$ cat config.mk
export PLATFORM = sky130hd
export DESIGN_NAME = mpc_regbank
export DESIGN_NICKNAME = d
export VERILOG_FILES = /design/src/rtl/mpc_pkg.sv /design/src/rtl/mpc_idx_ctr.sv /design/src/rtl/mpc_lut_store.sv /design/src/rtl/mpc_rd_mux.sv /design/src/rtl/mpc_regbank.sv
export SDC_FILE = /design/constraint.sdc
export NUM_CORES = 1
export LEC_CHECK = 0
export BUFFER_PORTS_ARGS = -buffer_cell sky130_fd_sc_hd__clkbuf_2
export CORE_MARGIN = 2
export CORE_UTILIZATION = 54
export DETAILED_ROUTE_END_ITERATION = 7
export PLACE_DENSITY = 0.82
export SYNTH_ARGS = -nofsm -noshare
export SYNTH_HDL_FRONTEND = slang
export SYNTH_SLANG_ARGS = --single-unit
$ cat constraint.sdc
create_clock -name clk -period 2.5 [get_ports clk]
set_input_delay 0.375 -clock clk [delete_from_list [all_inputs] [get_ports clk]]
set_output_delay 0.375 -clock clk [all_outputs]
set_load 0.02 [all_outputs]
$ cat src/rtl/mpc_pkg.sv
package mpc_pkg;
  localparam int REG_AW = 12;

  localparam logic [REG_AW-1:0] OFF_CTRL  = 12'h000;
  localparam logic [REG_AW-1:0] OFF_MAX   = 12'h010;
  localparam logic [REG_AW-1:0] OFF_CFG   = 12'h014;
  localparam logic [REG_AW-1:0] OFF_IDX   = 12'h018;
  localparam logic [REG_AW-1:0] OFF_WIN   = 12'h01C;
  localparam logic [REG_AW-1:0] OFF_STAT  = 12'h020;
  localparam logic [REG_AW-1:0] OFF_CLR   = 12'h024;
  localparam logic [REG_AW-1:0] OFF_EN    = 12'h028;
  localparam logic [REG_AW-1:0] OFF_SET   = 12'h034;
  localparam logic [REG_AW-1:0] OFF_ID_LO = 12'hFD0;
  localparam logic [REG_AW-1:0] OFF_ID_HI = 12'hFFC;

  localparam int B_SECRESP = 4;
  localparam int B_AUTOINC = 8;
  localparam int B_LOCK    = 31;
  localparam logic [31:0] CTRL_KEEP = 32'h8000_0110;
  localparam logic [31:0] CTRL_RST  = 32'h0000_0100;

  typedef enum logic [1:0] {SZ_BYTE = 2'd0, SZ_HALF = 2'd1, SZ_WORD = 2'd2} size_e;

  function automatic logic [7:0] id_byte(input logic [3:0] n);
    case (n)
      4'd4:    id_byte = 8'h60;
      4'd5:    id_byte = 8'hB8;
      4'd6:    id_byte = 8'h1B;
      4'd8:    id_byte = 8'h0D;
      4'd9:    id_byte = 8'hF0;
      4'd10:   id_byte = 8'h05;
      4'd11:   id_byte = 8'hB1;
      4'd0:    id_byte = 8'h04;
      default: id_byte = 8'h00;
    endcase
  endfunction

  function automatic logic [31:0] merge_sub(input logic [31:0] old, input logic [31:0] wd,
                                            input logic [1:0] sz, input logic [1:0] lane);
    logic [31:0] r;
    r = old;
    case (sz)
      SZ_BYTE: r[{lane, 3'b000} +: 8] = wd[7:0];
      SZ_HALF: r[{lane[1], 4'b0000} +: 16] = wd[15:0];
      default: r = wd;
    endcase
    return r;
  endfunction

  function automatic logic [31:0] extract_sub(input logic [31:0] w, input logic [1:0] sz,
                                              input logic [1:0] lane);
    case (sz)
      SZ_BYTE: extract_sub = {24'h0, w[{lane, 3'b000} +: 8]};
      SZ_HALF: extract_sub = {16'h0, w[{lane[1], 4'b0000} +: 16]};
      default: extract_sub = w;
    endcase
  endfunction

  function automatic int unsigned wrap_next(input int unsigned cur, input int unsigned lim);
    return (cur + 1 >= lim) ? 0 : cur + 1;
  endfunction
endpackage

$ cat src/rtl/mpc_idx_ctr.sv
module mpc_idx_ctr #(
  parameter int NUM_WORDS = 4,
  localparam int IDX_W = (NUM_WORDS > 1) ? $clog2(NUM_WORDS) : 1
) (
  input  logic             clk,
  input  logic             rst_n,
  input  logic             load,
  input  logic [31:0]      load_val,
  input  logic             step,
  output logic [IDX_W-1:0] idx
);
  always_ff @(posedge clk or negedge rst_n) begin
    if (!rst_n)
      idx <= '0;
    else if (load)
      idx <= IDX_W'(load_val % 32'(NUM_WORDS));
    else if (step)
      idx <= IDX_W'(mpc_pkg::wrap_next(32'(idx), NUM_WORDS));
  end

  // the index never leaves the table
  p_idx_range_r3: assert property (@(posedge clk) disable iff (!rst_n)
    32'(idx) < NUM_WORDS);

  // a step from the last word lands on word 0
  p_idx_wrap_r4: assert property (@(posedge clk) disable iff (!rst_n)
    (step && !load && 32'(idx) == NUM_WORDS - 1) |=> (idx == '0));
endmodule

$ cat src/rtl/mpc_lut_store.sv
module mpc_lut_store #(
  parameter int NUM_WORDS = 4,
  localparam int IDX_W = (NUM_WORDS > 1) ? $clog2(NUM_WORDS) : 1
) (
  input  logic                   clk,
  input  logic                   rst_n,
  input  logic                   we,
  input  logic [IDX_W-1:0]       sel,
  input  logic [31:0]            wdata,
  output logic [31:0]            cur_word,
  output logic [32*NUM_WORDS-1:0] lut_flat
);
  logic [31:0] mem [NUM_WORDS];

  for (genvar i = 0; i < NUM_WORDS; i++) begin : g_word
    always_ff @(posedge clk or negedge rst_n) begin
      if (!rst_n)
        mem[i] <= '0;
      else if (we && 32'(sel) == i)
        mem[i] <= wdata;
    end
    assign lut_flat[32*i +: 32] = mem[i];
  end

  always_comb begin
    cur_word = '0;
    for (int k = 0; k < NUM_WORDS; k++)
      if (32'(sel) == k) cur_word = mem[k];
  end

  // a write lands in the selected word of the flat output
  p_lut_write_r12: assert property (@(posedge clk) disable iff (!rst_n)
    we |=> (mem[$past(sel)] == $past(wdata)));
endmodule

$ cat src/rtl/mpc_rd_mux.sv
module mpc_rd_mux #(
  parameter int NUM_WORDS = 4,
  parameter int BLK_LOG2  = 12,
  localparam int IDX_W = (NUM_WORDS > 1) ? $clog2(NUM_WORDS) : 1
) (
  input  logic [mpc_pkg::REG_AW-1:0] off,
  input  logic [31:0]                ctrl,
  input  logic [IDX_W-1:0]           idx,
  input  logic [31:0]                win_word,
  input  logic                       stat,
  input  logic                       en,
  output logic [31:0]                word
);
  import mpc_pkg::*;
  logic [REG_AW-1:0] id_off;
  assign id_off = off - OFF_ID_LO;

  always_comb begin
    case (off)
      OFF_CTRL: word = ctrl;
      OFF_MAX:  word = 32'(NUM_WORDS);
      OFF_CFG:  word = 32'(BLK_LOG2 - 5);
      OFF_IDX:  word = 32'(idx);
      OFF_WIN:  word = win_word;
      OFF_STAT: word = {31'h0, stat};
      OFF_EN:   word = {31'h0, en};
      default: begin
        if (off >= OFF_ID_LO && off <= OFF_ID_HI)
          word = {24'h0, id_byte(id_off[5:2])};
        else
          word = '0;
      end
    endcase
  end
endmodule

$ cat src/rtl/mpc_regbank.sv
module mpc_regbank #(
  parameter int NUM_WORDS = 4,
  parameter int BLK_LOG2  = 12,
  localparam int IDX_W  = (NUM_WORDS > 1) ? $clog2(NUM_WORDS) : 1,
  localparam int LUT_W  = 32 * NUM_WORDS
) (
  input  logic                       clk,
  input  logic                       rst_n,
  input  logic [mpc_pkg::REG_AW-1:0] bus_addr,
  input  logic                       bus_rd,
  input  logic                       bus_wr,
  input  logic [1:0]                 bus_size,
  input  logic                       bus_secure,
  input  logic [31:0]                bus_wdata,
  output logic [31:0]                bus_rdata,
  output logic                       irq,
  output logic [LUT_W-1:0]           lut_flat
);
  import mpc_pkg::*;

  logic [REG_AW-1:0] off;
  logic [1:0]        lane;
  logic              sec_ok, wr_ok, rd_ok, full_word, locked, autoinc;
  logic [31:0]       ctrl_q, win_word, old_word, merged, mux_word;
  logic              stat_q, en_q;
  logic [IDX_W-1:0]  idx;
  logic              ctrl_we, idx_load, win_we, win_rd, idx_step, en_we, set_hit, clr_hit;

  assign off       = {bus_addr[REG_AW-1:2], 2'b00};
  assign lane      = bus_addr[1:0];
  assign sec_ok    = bus_secure || (off >= OFF_ID_LO);
  assign wr_ok     = bus_wr && sec_ok;
  assign rd_ok     = bus_rd && !bus_wr && sec_ok;
  assign full_word = !(bus_size == SZ_BYTE || bus_size == SZ_HALF);
  assign locked    = ctrl_q[B_LOCK];
  assign autoinc   = ctrl_q[B_AUTOINC];

  always_comb begin
    case (off)
      OFF_CTRL: old_word = ctrl_q;
      OFF_IDX:  old_word = 32'(idx);
      OFF_WIN:  old_word = win_word;
      default:  old_word = '0;
    endcase
  end
  assign merged = merge_sub(old_word, bus_wdata, bus_size, lane);

  assign ctrl_we  = wr_ok && off == OFF_CTRL && !locked;
  assign idx_load = wr_ok && off == OFF_IDX;
  assign win_we   = wr_ok && off == OFF_WIN && !locked;
  assign win_rd   = rd_ok && off == OFF_WIN;
  assign idx_step = autoinc && full_word && (win_we || win_rd);
  assign en_we    = wr_ok && off == OFF_EN && !locked;
  assign set_hit  = wr_ok && off == OFF_SET && merged[0];
  assign clr_hit  = wr_ok && off == OFF_CLR && merged[0];

  always_ff @(posedge clk or negedge rst_n) begin
    if (!rst_n) begin
      ctrl_q <= CTRL_RST;
      stat_q <= 1'b0;
      en_q   <= 1'b1;
    end else begin
      if (ctrl_we) ctrl_q <= merged & CTRL_KEEP;
      if (en_we)   en_q   <= merged[0];
      if (clr_hit)      stat_q <= 1'b0;
      else if (set_hit) stat_q <= 1'b1;
    end
  end

  mpc_idx_ctr #(.NUM_WORDS(NUM_WORDS)) u_idx (
    .clk(clk), .rst_n(rst_n), .load(idx_load), .load_val(merged),
    .step(idx_step), .idx(idx)
  );

  mpc_lut_store #(.NUM_WORDS(NUM_WORDS)) u_lut (
    .clk(clk), .rst_n(rst_n), .we(win_we), .sel(idx), .wdata(merged),
    .cur_word(win_word), .lut_flat(lut_flat)
  );

  mpc_rd_mux #(.NUM_WORDS(NUM_WORDS), .BLK_LOG2(BLK_LOG2)) u_mux (
    .off(off), .ctrl(ctrl_q), .idx(idx), .win_word(win_word),
    .stat(stat_q), .en(en_q), .word(mux_word)
  );

  always_ff @(posedge clk or negedge rst_n) begin
    if (!rst_n)
      bus_rdata <= '0;
    else if (bus_rd && !bus_wr)
      bus_rdata <= rd_ok ? extract_sub(mux_word, bus_size, lane) : 32'h0;
  end

  assign irq = stat_q & en_q;

  // lockdown holds until reset
  p_lock_sticky_r5: assert property (@(posedge clk) disable iff (!rst_n)
    locked |=> locked);

  // a control write under lockdown leaves control untouched
  p_lock_ctrl_r5: assert property (@(posedge clk) disable iff (!rst_n)
    (locked && bus_wr && off == OFF_CTRL) |=> $stable(ctrl_q));

  // non-secure writes below the ID space change nothing
  p_ns_nowrite_r6: assert property (@(posedge clk) disable iff (!rst_n)
    (bus_wr && !bus_secure && off < OFF_ID_LO)
      |=> ($stable(ctrl_q) && $stable(en_q) && $stable(stat_q) && $stable(lut_flat)));

  // non-secure reads below the ID space return zero
  p_ns_read_zero_r6: assert property (@(posedge clk) disable iff (!rst_n)
    (bus_rd && !bus_wr && !bus_secure && off < OFF_ID_LO) |=> (bus_rdata == 32'h0));

  // a set without clear raises the status
  p_set_r7: assert property (@(posedge clk) disable iff (!rst_n)
    (set_hit && !clr_hit) |=> stat_q);

  // a clear drops the interrupt
  p_clr_r7: assert property (@(posedge clk) disable iff (!rst_n)
    clr_hit |=> !irq);
endmodule

==> impl_metrics.tcl <==
set metrics [dict create \
    area_growth_pct 29.6 \
    synth_top_cell_area_share_pct 47.9 \
    ys_seq_area_share_pct 48.5 \
    grt_max_degree 57 \
    dp.cells 1388 \
    start_util_pct 54.8 \
    cp_slowest_cell "dfrtp_2" \
    yosysTopAreaCell "dfrtp_1" \
    hp-class "input pin to flop" \
    critPathBufInv 2 \
    status "completed" \
    finalNonFillerCells 1422 \
    die_area_sq_um 17000 \
    row_count 46 \
    insertion_delay_ns 0.43 \
    fmax_mhz 405 \
    worst_pin_slew_ns 0.614 \
    cts_tree "yes" \
    place_congestion 1.08 \
    yosysMostFrequentCell "nand2_1" \
    ir_worst_vdd_uv 473 \
    routed.top_layer "met4" \
    fp.dieH_um 130 \
    cts.root.buffer_cell "clkbuf_16" \
    synth.area.top_cells "dfrtp_1 (48%), nand2_1 (8.1%), o21ai_0 (7.0%), o21ai_1 (3.3%), ha_1 (2.8%)" \
    timing.rr.start "u_idx.idx[0]" \
    io_buffers 211 \
    grt_pass1_vias 8234 \
    die_w_um 130 \
    ios 212 \
    num-fill-cells 1171 \
    wl_met2_mm 14.0 \
    drive_gt1_share_pct 30.8 \
    placedInstanceArea_sq_um 10400 \
    setup_viol 0 \
    grt_pass1_wl_mm 46.7 \
    nets 1264 \
    ys_warn_count 0 \
    avgSynthCellArea_sq_um 9.14 \
    async_reset_ff_share_pct 100 \
    worst_setup_path_end_kind "flop" \
    ys_top_cells_by_count "nand2_1 (186), dfrtp_1 (165), o21ai_0 (120)" \
    syn_nets 1013 \
    totalWireLength_mm 31.2 \
    drtIter0Drc 1071 \
    critical_path_arrival_ns 2.76 \
    hold_start "bus_wdata[18]" \
    hold_viol 0 \
    fin_crit_sh_pct 98.8 \
    power_density_nw_per_um2 540 \
    cp_max_fo 24 \
    synthCells 943 \
    yosys_register_bits 167 \
    final_area_sq_um 11200 \
    vias_per_cell 6.40 \
    reg2reg_depth 9 \
    slew_headroom_pct 58.9 \
    avgRoutedWirePerCell_um 21.9 \
    cts_buffer_depth 2 \
    ant_nets 0 \
    crit_required_ns 2.79 \
    regToRegSetupSlack_ns 0.03 \
    dr_total_vias 9094 \
    skew_ns 0.00809 \
    synthFlopType "dfrtp_1" \
    grt_antenna_before_repair 0 \
    hold_end "u_lut.lut_flat[50]" \
    clock_sinks 167 \
    synth_area_sq_um 8620 \
    r2r_end "u_lut.lut_flat[94]" \
    core_sq_um 15700 \
    synth_edf_count 0 \
    fin_tns_setup_ns 0 \
    grt_usage_pct 36.7 \
    power_leakage_nw 5.26 \
    drv_slew 0 \
    antennaDiodeCount 0 \
    p_total_mw 6.03 \
    crit_chain "inv_1, ha_1, nor2b_2, buf_12, a22o_1, o221a_2, a221o_1, o211ai_1, o21ai_1" \
    path_clk_slew_ns 0.07 \
    slowest_delay_ns 0.41 \
    dp_hpwl_mm 23.3 \
    numCtsBuffers 17 \
    hold_path_depth 3 \
    m1WireLength_mm 12.2 \
    ctsHtreeMaxLevel 4 \
    cp_top_family "compound AO/OA/AOI/OAI gates" \
    drv_cap 0 \
    drtPass1Iterations 6 \
    start_kind "flop" \
    wl_met3_mm 3.89 \
    synth_cell_types 64 \
    overflow 0 \
    drc_errors 0 \
    crit_type "flop to flop" \
    fin_crit_ns 2.47 \
]
## worst max-delay path by stage
stage                                      to  cells after the start          from
final                      u_lut.lut_flat[94]                      9  u_idx.idx[0]
after global routing      u_lut.lut_flat[121]                      9  u_idx.idx[0]
after CTS                 u_lut.lut_flat[122]                      9  u_idx.idx[0]
after detailed placement   u_lut.lut_flat[40]                      9  u_idx.idx[0]
after global placement     u_lut.lut_flat[40]                      9  u_idx.idx[0]
after floorplan           u_lut.lut_flat[108]                     11  u_idx.idx[0]
## what timing repair did
item                       4_1_cts  5_1_grt
setup buffers                    0        2
setup endpoints to repair        6       77
hold endpoints to repair        32        0
pin swaps                        0        4
hold buffers                     1        0
resized for setup                3       17
gates cloned                     0        0
## worst min-delay path: cells and delay by family
family / cells / cell delay [ns]
buffers and inverters: 1 / 0.09
AO/OA/AOI/OAI: 2 / 0.22
## final cells by class
class	instances	area (sq um)	share of cell area, %
clock buffer	20	467	4.18
clock inverter	11	161	1.45
tap	216	270	2.42
timing repair buffer	296	1790	16.0
multi-input combinational	693	4220	37.8
inverter	19	71.3	0.639
sequential	167	4180	37.5
## sequential cells by signal, summed over array words and instances (netlist names)
name	count
bus_rdata	32
ctrl_q	3
en_q	1
stat_q	1
u_idx.idx	2
u_lut.lut_flat	128
## layout by cell type, fill, tap and decap left out, types with 5 or more instances in the layout
cell,Yosys,routed
clkbuf_2,0,210
nand2_1,186,182
dfrtp_1,165,163
o21ai_0,120,119
buf_4,0,77
o21ai_1,57,58
nor2_1,34,34
a21oi_1,27,23
a22oi_1,25,23
ha_1,19,19
inv_1,18,17
a221o_1,17,17
clkbuf_16,0,17
nand3_1,13,13
a22o_1,14,13
o221ai_1,14,13
nand2b_1,12,12
a221oi_1,13,10
a32oi_1,11,10
mux2i_1,10,10
o22ai_1,9,9
nor2b_1,9,8
o31ai_1,8,7
buf_12,0,7
nor3_1,6,6
and2_1,5,5
o221a_2,7,5
o211ai_1,5,5
a221oi_2,3,5
## cell families after synthesis
| logic type | Yosys count | synth area share (%) |
|---|---|---|
| buf+inv | 83 | 3.78 |
| mux | 11 | 1.29 |
| flops | 167 | 48.5 |
| compound gates | 370 | 28.5 |
| simple gates | 293 | 15.2 |
| fa+ha+maj | 19 | 2.76 |
## report_power, final
group / leakage, nW / internal, mW / switching [mW]
combinational: 2.63 / 0.172 / 0.340
sequential: 2.32 / 2.71 / 0.00423
clock: 0.306 / 1.67 / 1.14
## stage by stage
stage          worst slack, ns  utilization [%]  hold slack [ns]
3_5_place_dp            -0.168             66.3            0.294
6_report                0.0302             71.1            0.293
2_1_floorplan            0.240                -           0.0794
4_1_cts                 0.0204             70.4            0.290
5_1_grt                -0.0456             71.1            0.301
3_3_place_gp            -0.136             66.3            0.289
## per-layer routing
layer / GRT usage [%] / vias to the layer above
met5: 0 / -
met4: 13.8 / 0
met3: 11.5 / 96
met2: 54.5 / 656
met1: 50.8 / 4352
li1: - / 3990
No activity file was read; power rests on OpenSTA's default activity.
